--- src/rtl/vrc_pkg.sv ---
package vrc_pkg;
    localparam int CE_BIT   = 0;
    localparam int SEL_BIT  = 1;
    localparam int MISC_LO  = 2;
    localparam int BYTE_W   = 8;
    localparam int SIZE_CODES = 4;
endpackage

--- src/rtl/vrc_unlock.sv ---
module vrc_unlock
    import vrc_pkg::*;
#(
    parameter int WINDOW = 4
) (
    input  logic              clk,
    input  logic              rst_n,
    input  logic              wr_en,
    input  logic [BYTE_W-1:0] wr_data,
    input  logic              instr_done,
    output logic [BYTE_W-1:0] ctrl_byte,
    output logic              sel,
    output logic              auto_block
);
    localparam int CNT_W  = $clog2(WINDOW + 1);
    localparam int MISC_W = BYTE_W - MISC_LO;

    typedef struct packed {
        logic [MISC_W-1:0] misc;
        logic              sel;
        logic              ce;
        logic [CNT_W-1:0]  cnt;
        logic              post;
    } unlock_t;

    unlock_t state_d, state_q;
    logic    accept;

    always_comb begin
        state_d = state_q;
        accept  = wr_en && state_q.ce && !wr_data[CE_BIT];
        if (state_q.post && instr_done) begin
            state_d.post = 1'b0;
        end
        if (wr_en) begin
            state_d.misc = wr_data[BYTE_W-1:MISC_LO];
            if (wr_data[CE_BIT]) begin
                state_d.ce  = 1'b1;
                state_d.cnt = CNT_W'(WINDOW);
            end else begin
                if (accept) begin
                    state_d.sel  = wr_data[SEL_BIT];
                    state_d.post = 1'b1;
                end
                state_d.ce  = 1'b0;
                state_d.cnt = '0;
            end
        end else if (state_q.ce) begin
            if (state_q.cnt == CNT_W'(1)) begin
                state_d.ce  = 1'b0;
                state_d.cnt = '0;
            end else begin
                state_d.cnt = state_q.cnt - CNT_W'(1);
            end
        end
    end

    always_ff @(posedge clk or negedge rst_n) begin
        if (!rst_n) begin
            state_q <= '0;
        end else begin
            state_q <= state_d;
        end
    end

    assign ctrl_byte  = {state_q.misc, state_q.sel, state_q.ce};
    assign sel        = state_q.sel;
    assign auto_block = state_q.ce | state_q.post;

    AST_SEL_GUARDED: assert property (@(posedge clk) disable iff (!rst_n)
        !$stable(state_q.sel) |-> $past(state_q.ce && wr_en && !wr_data[CE_BIT]));

    AST_WINDOW_EXPIRES: assert property (@(posedge clk) disable iff (!rst_n)
        (state_q.ce && state_q.cnt == CNT_W'(1) && !wr_en) |=> !state_q.ce);

    AST_HOLD_RELEASE: assert property (@(posedge clk) disable iff (!rst_n)
        (state_q.post && instr_done && !(wr_en && state_q.ce && !wr_data[CE_BIT]))
        |=> !state_q.post);
endmodule

--- src/rtl/vrc_vector.sv ---
module vrc_vector
    import vrc_pkg::*;
#(
    parameter int ADDR_W    = 16,
    parameter int IDX_W     = 6,
    parameter int BOOT_MAX  = 4096
) (
    input  logic              sel,
    input  logic [1:0]        boot_size,
    input  logic [IDX_W-1:0]  irq_index,
    output logic [ADDR_W-1:0] vec_base,
    output logic [ADDR_W-1:0] vec_addr
);
    localparam logic [ADDR_W:0] SPAN = (ADDR_W+1)'(1) << ADDR_W;

    logic [ADDR_W-1:0] start_tab [SIZE_CODES];

    for (genvar g = 0; g < SIZE_CODES; g++) begin : g_start
        assign start_tab[g] = ADDR_W'(SPAN - ((ADDR_W+1)'(BOOT_MAX) >> g));
    end

    always_comb begin
        vec_base = sel ? start_tab[boot_size] : '0;
        vec_addr = vec_base + (ADDR_W'(irq_index) << 1);
    end
endmodule

--- src/rtl/vrc_lockgate.sv ---
module vrc_lockgate (
    input  logic sel,
    input  logic in_boot,
    input  logic lock_app_n,
    input  logic lock_boot_n,
    input  logic auto_block,
    output logic irq_block
);
    logic app_guard, boot_guard;

    always_comb begin
        app_guard  = sel  && !lock_app_n  && !in_boot;
        boot_guard = !sel && !lock_boot_n && in_boot;
        irq_block  = auto_block | app_guard | boot_guard;
    end
endmodule

--- src/rtl/vector_relocate_ctrl.sv ---
module vector_relocate_ctrl
    import vrc_pkg::*;
#(
    parameter int ADDR_W   = 16,
    parameter int IDX_W    = 6,
    parameter int WINDOW   = 4,
    parameter int BOOT_MAX = 4096
) (
    input  logic              clk,
    input  logic              rst_n,
    input  logic              wr_en,
    input  logic [7:0]        wr_data,
    input  logic              instr_done,
    input  logic [1:0]        boot_size,
    input  logic              lock_app_n,
    input  logic              lock_boot_n,
    input  logic              in_boot,
    input  logic [IDX_W-1:0]  irq_index,
    output logic [7:0]        rd_data,
    output logic [ADDR_W-1:0] vec_base,
    output logic [ADDR_W-1:0] vec_addr,
    output logic              irq_block
);
    logic sel, auto_block;

    vrc_unlock #(.WINDOW(WINDOW)) u_unlock (
        .clk        (clk),
        .rst_n      (rst_n),
        .wr_en      (wr_en),
        .wr_data    (wr_data),
        .instr_done (instr_done),
        .ctrl_byte  (rd_data),
        .sel        (sel),
        .auto_block (auto_block)
    );

    vrc_vector #(.ADDR_W(ADDR_W), .IDX_W(IDX_W), .BOOT_MAX(BOOT_MAX)) u_vector (
        .sel       (sel),
        .boot_size (boot_size),
        .irq_index (irq_index),
        .vec_base  (vec_base),
        .vec_addr  (vec_addr)
    );

    vrc_lockgate u_gate (
        .sel         (sel),
        .in_boot     (in_boot),
        .lock_app_n  (lock_app_n),
        .lock_boot_n (lock_boot_n),
        .auto_block  (auto_block),
        .irq_block   (irq_block)
    );

    AST_UNLOCK_HOLDS: assert property (@(posedge clk) disable iff (!rst_n)
        rd_data[CE_BIT] |-> irq_block);

    AST_APP_LOCK: assert property (@(posedge clk) disable iff (!rst_n)
        (rd_data[SEL_BIT] && !lock_app_n && !in_boot) |-> irq_block);

    AST_BOOT_LOCK: assert property (@(posedge clk) disable iff (!rst_n)
        (!rd_data[SEL_BIT] && !lock_boot_n && in_boot) |-> irq_block);

    AST_BASE_ZERO: assert property (@(posedge clk) disable iff (!rst_n)
        !rd_data[SEL_BIT] |-> (vec_base == '0));
endmodule

--- config.mk ---
export PLATFORM = sky130hd
export DESIGN_NAME = vector_relocate_ctrl
export DESIGN_NICKNAME = d
export VERILOG_FILES = /design/src/rtl/vrc_pkg.sv /design/src/rtl/vrc_unlock.sv /design/src/rtl/vrc_vector.sv /design/src/rtl/vrc_lockgate.sv /design/src/rtl/vector_relocate_ctrl.sv
export SDC_FILE = /design/constraint.sdc
export NUM_CORES = 1
export LEC_CHECK = 0
export BUFFER_PORTS_ARGS = -buffer_cell sky130_fd_sc_hd__buf_2
export CELL_PAD_IN_SITES_DETAIL_PLACEMENT = 1
export CELL_PAD_IN_SITES_GLOBAL_PLACEMENT = 1
export CORE_ASPECT_RATIO = 0.8
export CORE_MARGIN = 1
export CORE_UTILIZATION = 27
export DETAILED_ROUTE_END_ITERATION = 8
export PLACE_DENSITY_LB_ADDON = 0.1
export RECOVER_POWER = 50
export SYNTH_ARGS = -nofsm -noshare
export SYNTH_HDL_FRONTEND = slang
export SYNTH_SLANG_ARGS = --single-unit
--- constraint.sdc ---
create_clock -name clk -period 1.45 [get_ports clk]
set_input_delay 0.29 -clock clk [delete_from_list [all_inputs] [get_ports clk]]
set_output_delay 0.29 -clock clk [all_outputs]
set_load 0.05 [all_outputs]
* Word-level counts from Yosys, hierarchy flattened *
Cells that the tools add are included.

word-level totals
  flip-flop bits (word level) = 12
  latch bits = 0
  memory bits (writable) = 0
  bits in read-only memories = 0
  output and inout bits = 41
  word-level logic and storage cells = 41
  memories = 0

operators by class
  add/subtract/negate cells = 2
  multiply operators = 0
  div/mod/pow operators = 0
  magnitude comparators = 1
  equal/unequal tests = 1
  shifts and indexed selects = 0
  mux-type cells = 13
  bitwise gates (word level) = 5
  reductions and logical operators = 14

operator list
  kind                                                 count
  2-to-1 mux 16 bit                                    3
  binary-select mux 16 bit (select 2 bit)              1
  adder 16 x 7 -> 16 bit                               1
  2-to-1 mux 4 bit                                     3
  logical AND 1 bit                                    7
  logical NOT 1 bit                                    5
  2-to-1 mux 1 bit                                     5
  equality test 3 x 1 -> 1 bit, second input constant  1
  >= comparator 3 bit, second input constant           1
  2-to-1 mux 3 bit                                     1
  NOT 2 -> 3 bit                                       1
  OR 1 bit                                             3
  AND reduction 3 bit                                  1
  subtractor 3 x 1 -> 3 bit, second input constant     1
  nonzero test 2 bit                                   1
  NOT 1 bit                                            1

* Logic depth before layout (Yosys ltp) *
Gate-level depths: netlist of run 1.

  depth after elaboration = 6
  depth in mapped cells = 5
  mapped depth without buffers = 5

* By module *
A second synthesis of run 1 with hierarchy kept.

second synthesis, totals
  cells, all modules = 85
  area, all modules = 844.6 sq um

by module, submodules not included
  module        instances  cells an instance  area each (sq um)
  vrc_unlock    1          49                 581.8
  vrc_vector    1          33                 242.7
  vrc_lockgate  1          3                  20.0

* Worst setup path after synthesis of run 1 *
OpenSTA, ideal clock, no wires.

  kind = flip-flop to output port
  from = register u_unlock.state_q, in the netlist u_unlock.sel
  to = output vec_base[9]
  data arrival time = 1.330 ns
  required time = 1.160 ns
  path slack = -0.170 ns
  stages on the path, launching flop included = 3
  cells stage by stage = dfrtp_1 -> and3_1 -> buf_4

on the way
  cells in the longest elaborated chain, start to end = 1

RTL lines
  what                      line                        RTL
  start: declaration        vrc_unlock.sv:26            unlock_t state_d, state_q;
  start signal: assignment  vrc_unlock.sv:62            state_q <= state_d;
  2-to-1 mux 16 bit         vrc_vector.sv:23            vec_base = sel ? start_tab[boot_size] : '0;
  end: declaration          vector_relocate_ctrl.sv:20  output logic [ADDR_W-1:0] vec_base,

No other way between the ends.

* Final worst setup path of run 1 *
  from = register u_unlock.state_q, in the netlist u_unlock.sel
  to = output irq_block

on the way
  cells in the longest elaborated chain, start to end = 4

RTL lines
  what                                                           line                                    RTL
  logical AND 1 bit / logical NOT 1 bit (equally long branches)  vrc_lockgate.sv:12, vrc_lockgate.sv:13
  logical AND 1 bit (on tied branches)                           vrc_lockgate.sv:12, vrc_lockgate.sv:13
  OR 1 bit / logical AND 1 bit (equally long branches)           vrc_lockgate.sv:14, vrc_lockgate.sv:13
  OR 1 bit (*)                                                   vrc_lockgate.sv:14                      irq_block = auto_block | app_guard | boot_guard;
  end: declaration                                               vector_relocate_ctrl.sv:22              output logic irq_block

Mark *: on every way between the ends. The rest lies on a longest branch, timed or not.

==> reports/results.tsv, run 1 <==
metric	value	unit
final wirelength	1520	um
ys async rst share	1.00	
Post-synth EDFFs	0	
worst-margin pin slew	0.680	ns
Die Span Y	52.1	um
HP Class	in -> reg	
CP max stage cell	dfrtp_2	
H-Tree Depth	1	
RSZ-0062 raised after global routing	yes	
Slew Viols, Final	0	
largest net degree at the start of global routing	14	
vias in the first global route	512	
Yosys cell types	23	
WHS Endpoint	u_unlock.state_q[0]	
register area share after synthesis	0.355	
Period minus WS final	1.58	ns
drt wl/cell	10.5	um
outcome	complete, but fails checks	
DIE AREA	3360	um2
slowest stage delay, CP	0.41	ns
P_leak	0.000514	uW
GRT Total Usage	0.0942	
share of post-route cells with drive strength above 1	0.542	
crit path kind	reg -> out	
fmax	631	MHz
first-pass detailed-route iteration total	4	
CTS sink cnt	12	
Clock Tree Buf Depth	2	
Final #Nets	133	
FF-to-FF End	u_unlock.state_q[3]	
via count	564	
Die X-Extent	64.6	um
Syn Std Cell Area	846	um2
Worst Path Arrival	1.29	ns
HP Start	instr_done	
Synth Warn #	0	
FF+latch count, synth	12	
CP startpoint kind	flip-flop	
DRT antenna net count	0	
io pins	64	
Worst Path Buf+Inv	1	
via/cell ratio	3.89	
fillers	342	
Clock Skews	0.000374	ns
Mapped Cells	86	
failing checks	negative setup slack	
final setup violation count	7	
Max-Cap Viols	0	
Critical Path Source	u_unlock.sel	
final worst slack	-0.134	ns
Final GP Congestion	0.669	
Clock Latency Late Sink	0.24	ns
WHS	0.222	ns
flop-to-flop setup slack	0.30	ns
crit path capture type	output pin	
CTS tree	built	
worst-path cell chain	nor3b_1, a2111o_2, buf_6	
CORE AREA	2870	um2
root buffer cell	clkbuf_8	
# rows	17	
Initial Util	0.295	
Synth area leaders	dfrtp_1 36%, buf_4 34%, mux2_2 8.0%	
final hold vios	0	
first-pass GRT wire length	2350	um
biggest area consumer among synthesized cells	dfrtp_1	
clk slew on worst S/H paths	0.05	ns
post-detail-place hpwl	1110	um
Peak supply drop	0.631	mV
Layout Area Growth over Synthesis	19.5	%
Mean Syn Cell Area	9.84	um2
Worst Hold Depth	2	
DRC	0	
Reg2Reg Depth	5	
share of the synthesized area in the top cell type	0.355	
Slew headroom	0.547	
reg-to-reg critical path startpoint	u_unlock.state_q[1]	
Pwr Total	1640	uW
Worst EP required	1.16	ns
PD cells	1620	nW/um2
CP top delay family	flip-flops	
top_reg_cell synth	dfrtp_1	
port buffer count	39	
Final Cycle Share	1.09	
initial DRC count	6	
grt total ovfl	0	
CP max FO	3	
TritonCTS buffer count	3	
initial antenna violation count	0	
ant diodes	0	
-- worst reg2reg max path: cells and delay by family, from the launching register on --
family          cells  cell delay (ns)
flops               1             0.40
fa+ha+maj           1             0.16
buf+inv             1             0.07
compound gates      2             0.34
simple gates        1             0.07
-- sequential cells by signal, summed over array words and instances, names as in the netlist --
| name | flops |
|---|---|
| u_unlock.ctrl_byte | 7 |
| u_unlock.state_q | 4 |
| u_unlock.sel | 1 |
-- Yosys cell counts (2+ instances only) --
master	number
buf_4	38
o21ai_0	2
nand2_1	3
nor2_1	4
mux2_2	6
inv_1	3
ha_1	2
dfrtp_1	12
nand2b_1	2
-- metrics by stage --
stage	cells	instance area [um2]	worst slack (ns)	TNS (ns)	util
2_1_floorplan	97	893	0.0520	0	-
3_3_place_gp	138	868	0.105	0	0.302
3_5_place_dp	138	868	0.0909	0	0.302
4_1_cts	143	970	-0.139	-0.174	0.338
5_1_grt	145	1010	-0.171	-0.679	0.352
6_report	145	1010	-0.134	-0.325	0.352
-- worst max-delay path by stage --
stage	depth (start not counted)	endpoint
floorplan	2	irq_block
global placement	3	irq_block
detailed placement	3	irq_block
CTS	3	irq_block
global route	3	irq_block
finish	3	irq_block
-- per-layer routing --
metal	wire, um	GRT usage	part of all wire	vias to the layer above
met2	775	0.161	0.51	32
met4	5	0.0185	0.0033	0
li1	-	-	-	267
met5	0	0	0	-
met3	130	0.0461	0.085	2
met1	611	0.107	0.40	263
-- repair_timing --
| action | 4_1_cts | 5_1_grt |
|---|---|---|
| endpoints found under the setup margin | 7 | 7 |
| hold endpoints to repair | 12 | 0 |
| resized for setup | 12 | 9 |
| buffers inserted | 0 | 1 |
| gates cloned | 0 | 1 |
| hold buffers | 1 | 0 |
-- cells by family after synthesis --
family,share of synthesized area
multiplexers,0.0976
AO/OA/AOI/OAI,0.0592
other,0.00443
flip-flops,0.355
XOR/XNOR,0.0104
adder cells (fa/ha/maj),0.0296
AND/OR/NAND/NOR,0.0873
buffers and inverters,0.356
-- cell usage in the layout, fill, tap and decap left out, types with 3 or more instances in the layout --
cell type | netlist | layout
buf_2 | 1 | 32
conb_1 | 1 | 12
dfrtp_1 | 12 | 11
mux2_2 | 6 | 6
buf_6 | 0 | 5
nor2_1 | 4 | 4
clkbuf_8 | 0 | 4
inv_1 | 3 | 3
nand2_1 | 3 | 3
buf_8 | 0 | 3
-- report_power, final --
group,switching [uW],internal [uW]
Clock,127,240
Sequential,23.9,378
Combinational,620,250
-- area by class of cell --
class | instances | area [um2] | share of cell area
Inverter | 3 | 11.3 | 0.0111
Tap cell | 38 | 47.5 | 0.0470
Sequential cell | 12 | 302 | 0.298
Clock buffer | 4 | 55.1 | 0.0545
Multi-Input combinational cell | 43 | 302 | 0.298
Timing Repair Buffer | 45 | 294 | 0.291
No activity file was read; power rests on OpenSTA's default activity.
==> run 2, diff against run 1 <==
--- a/config.mk
+++ b/config.mk
@@ -5,12 +5,13 @@
 export SDC_FILE = /design/constraint.sdc
 export NUM_CORES = 1
 export LEC_CHECK = 0
+export ABC_AREA = 1
 export BUFFER_PORTS_ARGS = -buffer_cell sky130_fd_sc_hd__buf_2
 export CELL_PAD_IN_SITES_DETAIL_PLACEMENT = 1
 export CELL_PAD_IN_SITES_GLOBAL_PLACEMENT = 1
 export CORE_ASPECT_RATIO = 0.8
 export CORE_MARGIN = 1
-export CORE_UTILIZATION = 27
+export CORE_UTILIZATION = 26
 export DETAILED_ROUTE_END_ITERATION = 8
 export PLACE_DENSITY_LB_ADDON = 0.1
 export RECOVER_POWER = 50
==> run 2 against run 1 <==
  * The flow now finishes without violations
  * Synthesized cell count up 28%
  * Worst setup slack better by 0.16 ns
  * Synthesized area increased by 2.5%
  * Critical endpoint unchanged
  * Largest power group unchanged
==> reports/results.tsv, run 2 <==
metric	value	unit
Post-CTS Setup Bufs	0	
count leader, synth	buf_4	
post-detail-place hpwl	1330	um
PD cells	1520	nW/um2
reg-to-reg critical path startpoint	u_unlock.state_q[1]	
Final GP Congestion	0.659	
Syn Std Cell Area	867	um2
post-route cell area	975	um2
worst-margin pin slew	0.711	ns
first-pass detailed-route iteration total	4	
via count	632	
CP max FO	4	
via/cell ratio	3.76	
Mapped Cells	110	
share of post-route cells with drive strength above 1	0.414	
Clock Latency Late Sink	0.24	ns
crit path capture type	output pin	
CTS sink cnt	12	
fin util	0.311	
Reg2Reg Depth	7	
ys async rst share	1.00	
Worst Path Arrival	1.13	ns
CP startpoint kind	flip-flop	
Slew Viols, Final	0	
fmax	703	MHz
# rows	18	
root buffer cell	clkbuf_8	
RSZ-0062 raised after global routing	yes	
drt wl/cell	9.68	um
Yosys cell types	19	
Initial Util	0.277	
clk slew on worst S/H paths	0.05	ns
Mean Syn Cell Area	7.88	um2
Final Cycle Share	0.981	
DRT antenna net count	0	
Commonest cells post-synth	37 x buf_4, 30 x nand2_1, 12 x dfrtp_1	
WHS	0.241	ns
HP Start	instr_done	
most common cell after layout, fill and taps aside	buf_2	
GRT Total Usage	0.0941	
crit path kind	reg -> out	
flop-to-flop setup slack	0.42	ns
Clock Tree Buf Depth	2	
TritonCTS buffer count	3	
io pins	64	
Synth Warn #	0	
fillers	396	
ant diodes	0	
Die X-Extent	66.6	um
initial DRC count	14	
max FFs per register	7	
port buffer count	39	
FF+latch count, synth	12	
Worst EP required	1.16	ns
register area share after synthesis	0.346	
vias in the first global route	536	
Slew headroom	0.526	
FF-to-FF End	u_unlock.state_q[3]	
final setup violation count	0	
P_leak	0.000558	uW
final hold vios	0	
initial antenna violation count	0	
Die Span Y	53.7	um
H-Tree Depth	1	
largest net degree at the start of global routing	13	
top_reg_cell synth	dfrtp_1	
first-pass GRT wire length	2460	um
share of the synthesized area in the top cell type	0.346	
Layout Area Growth over Synthesis	12.4	%
WHS Endpoint	u_unlock.state_q[0]	
most frequent cells in the layout	32 x buf_2, 30 x nand2_1, 12 x conb_1, 11 x dfrtp_1, 6 x inv_1	
grt total ovfl	0	
Period minus WS final	1.42	ns
Synth area leaders	dfrtp_1 35%, buf_4 32%, nand2_1 13%	
placement-stage cell area	898	um2
DRC	0	
Peak supply drop	0.620	mV
Clock Skews	0.00614	ns
Max-Cap Viols	0	
biggest area consumer among synthesized cells	dfrtp_1	
Final #Nets	154	
outcome	finished, final reports clean	
CTS tree	built	
final wirelength	1630	um
Post-synth EDFFs	0	
HP Class	in -> reg	
Worst Hold Depth	2	
CORE AREA	3130	um2
DIE AREA	3570	um2
-- run 2: cell types whose count changed after synthesis, moves of 2 or more --
cell,previous run,this run
inv_1,3,8
mux2_2,6,0
nand2_1,3,30
nand2_2,0,2
nand2b_1,2,0
nand3_1,0,3
-- run 2: worst max path at each step --
stage	cells after the start	end	slack (ns)	from
floorplan	3	vec_base[11]	0.004	u_unlock.sel
global placement	4	irq_block	0.24	u_unlock.sel
detailed placement	4	irq_block	0.20	u_unlock.sel
CTS	3	vec_addr[9]	0.003	u_unlock.sel
global route	4	irq_block	-0.03	u_unlock.sel
finish	4	irq_block	0.03	u_unlock.sel
-- run 2: report_power, final --
part	leakage, uW	total, uW	switching, uW	internal (uW)
registers	0.000149	407	29.2	378
logic	0.000387	773	608	165
clock network	0.0000228	305	113	193
total	0.000558	1490	749	736
-- run 2: area by class of cell --
type	count	area [um2]	share of cell area
repair buffers	41	226	0.232
well taps	40	50.0	0.0513
multi-input cells	61	305	0.313
inverters	10	46.3	0.0475
flip-flops and latches	12	302	0.309
clock buffers	4	45.0	0.0462
-- run 2: repair_timing --
action	CTS	global route
endpoints found under the setup margin	1	7
hold buffers	1	0
gates resized for setup	2	7
endpoints found under the hold margin	12	0
-- run 2: critical path, stage by stage, from the launching register on --
cell and delay [ns]:
dfrtp_2 0.44, inv_2 0.10, nor3_2 0.04, nand3b_1 0.16, buf_6 0.16
-- run 2: logic make-up after synthesis --
family,count (synthesis),share of synthesized area
and+or+nand+nor,43,0.214
buffers and inverters,48,0.382
AOI/OAI and AO/OA,4,0.0245
DFF,12,0.346
other,1,0.00432
adders and majority gates,2,0.0289
-- run 2: metal layers --
| layer | wire [um] | vias up | part of all wire | GRT usage |
|---|---|---|---|---|
| met5 | 0 | - | 0 | 0 |
| met1 | 663 | 283 | 0.41 | 0.115 |
| met4 | 12 | 0 | 0.0074 | 0.0248 |
| met2 | 821 | 28 | 0.50 | 0.153 |
| li1 | - | 317 | - | - |
| met3 | 130 | 4 | 0.080 | 0.0403 |
-- run 2: metrics by stage --
stage / worst slack (ns) / total power (uW) / std cells / TNS [ns]
after floorplan: 0.00425 / 1210 / 121 / 0
after global placement: 0.236 / 1160 / 163 / 0
after detailed placement: 0.203 / 1170 / 163 / 0
after CTS: 0.00312 / 1500 / 168 / 0
after global routing: -0.0276 / 1570 / 168 / -0.0276
final: 0.0271 / 1490 / 168 / 0
==> run 3, diff against run 2 <==
--- a/config.mk
+++ b/config.mk
@@ -17,4 +17,5 @@
 export RECOVER_POWER = 50
 export SYNTH_ARGS = -nofsm -noshare
 export SYNTH_HDL_FRONTEND = slang
+export SYNTH_HIERARCHICAL = 1
 export SYNTH_SLANG_ARGS = --single-unit
==> run 3 against run 2 <==
  * Clock-buffer cell count is the same
  * Worst setup slack gained 0.029 ns
  * Clock power grew 20%
  * Flip-flop and latch count is the same
  * Global-route usage grew 0.71 points
  * Non-clock buffer count grew 2
==> reports/results.tsv, run 3 <==
metric	value	unit
outcome	finished, final reports clean	
CP startpoint kind	flip-flop	
grt total ovfl	0	
fmax	717	MHz
Clock Skews	0.000342	ns
Peak supply drop	0.507	mV
root buffer cell	clkbuf_8	
GRT Total Usage	0.101	
first-pass detailed-route iteration total	3	
final wirelength	1800	um
biggest area consumer among synthesized cells	dfrtp_1	
Yosys cell types	18	
WHS	0.213	ns
final worst slack	0.0560	ns
P_leak	0.000588	uW
Initial Util	0.279	
Syn Std Cell Area	881	um2
post-route cell area	1000	um2
slowest stage delay, CP	0.45	ns
initial DRC count	19	
placement-stage cell area	891	um2
DRC	0	
final hold vios	0	
Mapped Cells	112	
CORE AREA	3150	um2
Clock Latency Late Sink	0.24	ns
crit path kind	reg -> out	
fillers	401	
Worst Path Arrival	1.10	ns
Slew headroom	0.542	
Worst Hold Depth	2	
# rows	18	
Die X-Extent	67.1	um
WHS Endpoint	u_unlock/state_q[0]	
Worst EP required	1.16	ns
most common cell after layout, fill and taps aside	nand2_1	
RSZ-0062 raised after global routing	yes	
DIE AREA	3630	um2
reg-to-reg critical path startpoint	u_unlock/state_q[1]	
FF-to-FF End	u_unlock/state_q[3]	
register area share after synthesis	0.341	
Clock Tree Buf Depth	2	
Synth area leaders	dfrtp_1 34%, buf_4 32%, nand2_1 14%	
Die Span Y	54.1	um
DP Worst Slack	0.170	ns
CP max FO	6	
drt wl/cell	10.4	um
storage element area	302	um2
Commonest cells post-synth	37 x buf_4, 33 x nand2_1, 12 x dfrtp_1	
io pins	64	
Final #Nets	158	
Period minus WS final	1.39	ns
count leader, synth	buf_4	
flop-to-flop setup slack	0.41	ns
share of post-route cells with drive strength above 1	0.424	
Max-Cap Viols	0	
Critical Path Source	u_unlock/sel	
Reg2Reg Depth	7	
via/cell ratio	3.84	
HP Start	instr_done	
CTS sink cnt	12	
crit path capture type	output pin	
H-Tree Depth	1	
HP Class	in -> reg	
most frequent cells in the layout	32 x nand2_1, 31 x buf_2, 12 x conb_1, 11 x dfrtp_1	
CP max stage cell	dfrtp_2	
TNS Setup	0	ns
Slew Viols, Final	0	
ant diodes	0	
Post-synth EDFFs	0	
DRT antenna net count	0	
first-pass GRT wire length	2640	um
TritonCTS buffer count	3	
via count	661	
Final Cycle Share	0.961	
port buffer count	39	
worst-margin pin slew	0.688	ns
vias in the first global route	614	
post-detail-place hpwl	1350	um
final setup violation count	0	
Synth Warn #	6	
ys async rst share	1.00	
initial antenna violation count	0	
largest net degree at the start of global routing	13	
clk slew on worst S/H paths	0.05	ns
top_reg_cell synth	dfrtp_1	
share of the synthesized area in the top cell type	0.341	
Layout Area Growth over Synthesis	13.9	%
worst-path cell chain	nand2_4, clkinvlp_4, buf_2	
Final GP Congestion	0.719	
max FFs per register	7	
PD cells	1560	nW/um2
CTS tree	built	
FF+latch count, synth	12	
Mean Syn Cell Area	7.86	um2
Multi-input gate area	302	um2
[run 3: area by class of cell]
type / instances / area share
Tap cell: 40 / 0.0499
Sequential cell: 12 / 0.300
Timing Repair Buffer: 43 / 0.247
Clock buffer: 4 / 0.0549
Inverter: 11 / 0.0474
Multi-Input combinational cell: 62 / 0.300
[run 3: how the worst max path moves through the flow]
stage / endpoint / slack, ns / depth (start not counted)
6_report: vec_base[10] / 0.06 / 3
5_1_grt: vec_addr[15] / -0.005 / 2
4_1_cts: irq_block / 0.000003 / 5
3_5_place_dp: irq_block / 0.17 / 4
3_3_place_gp: irq_block / 0.20 / 4
2_1_floorplan: vec_base[10] / 0.02 / 3
[run 3: metal layers]
| layer | track usage | wire length, um | vias up |
|---|---|---|---|
| met5 | 0 | 0 | - |
| met2 | 0.180 | 880 | 25 |
| met4 | 0.0177 | 2 | 0 |
| met1 | 0.112 | 791 | 309 |
| met3 | 0.0466 | 123 | 2 |
| li1 | - | - | 325 |
[run 3: power by group]
group          internal (uW)  total (uW)  leakage, uW  switching, uW
Clock                    240         367    0.0000288            127
Sequential               378         412     0.000149           34.0
Combinational            178         787     0.000410            608
[run 3: repair_timing]
action | 4_1_cts | 5_1_grt
hold buffers | 1 | 0
pin swaps | 0 | 1
setup endpoints to repair | 7 | 3
buffers inserted | 1 | 2
endpoints found under the hold margin | 12 | 0
gates resized for setup | 6 | 3
[run 3: logic make-up after synthesis]
group,share of synthesized area
compound gates,0.0185
fa+ha+maj,0.0284
buf+inv,0.378
flops,0.341
other cells,0.00426
simple gates,0.230
[run 3: stage by stage]
step | power (uW) | cells | utilization
global placement | 1150 | 164 | 0.283
CTS | 1560 | 170 | 0.310
floorplan | 1200 | 123 | -
global route | 1650 | 172 | 0.318
detailed placement | 1160 | 164 | 0.283
finish | 1570 | 172 | 0.318
[run 3: critical path, delay by kind of cell, from the launching register on]
| family | cells | cell delay (ns) |
|---|---|---|
| simple gates | 1 | 0.12 |
| buf+inv | 2 | 0.29 |
| flops | 1 | 0.45 |
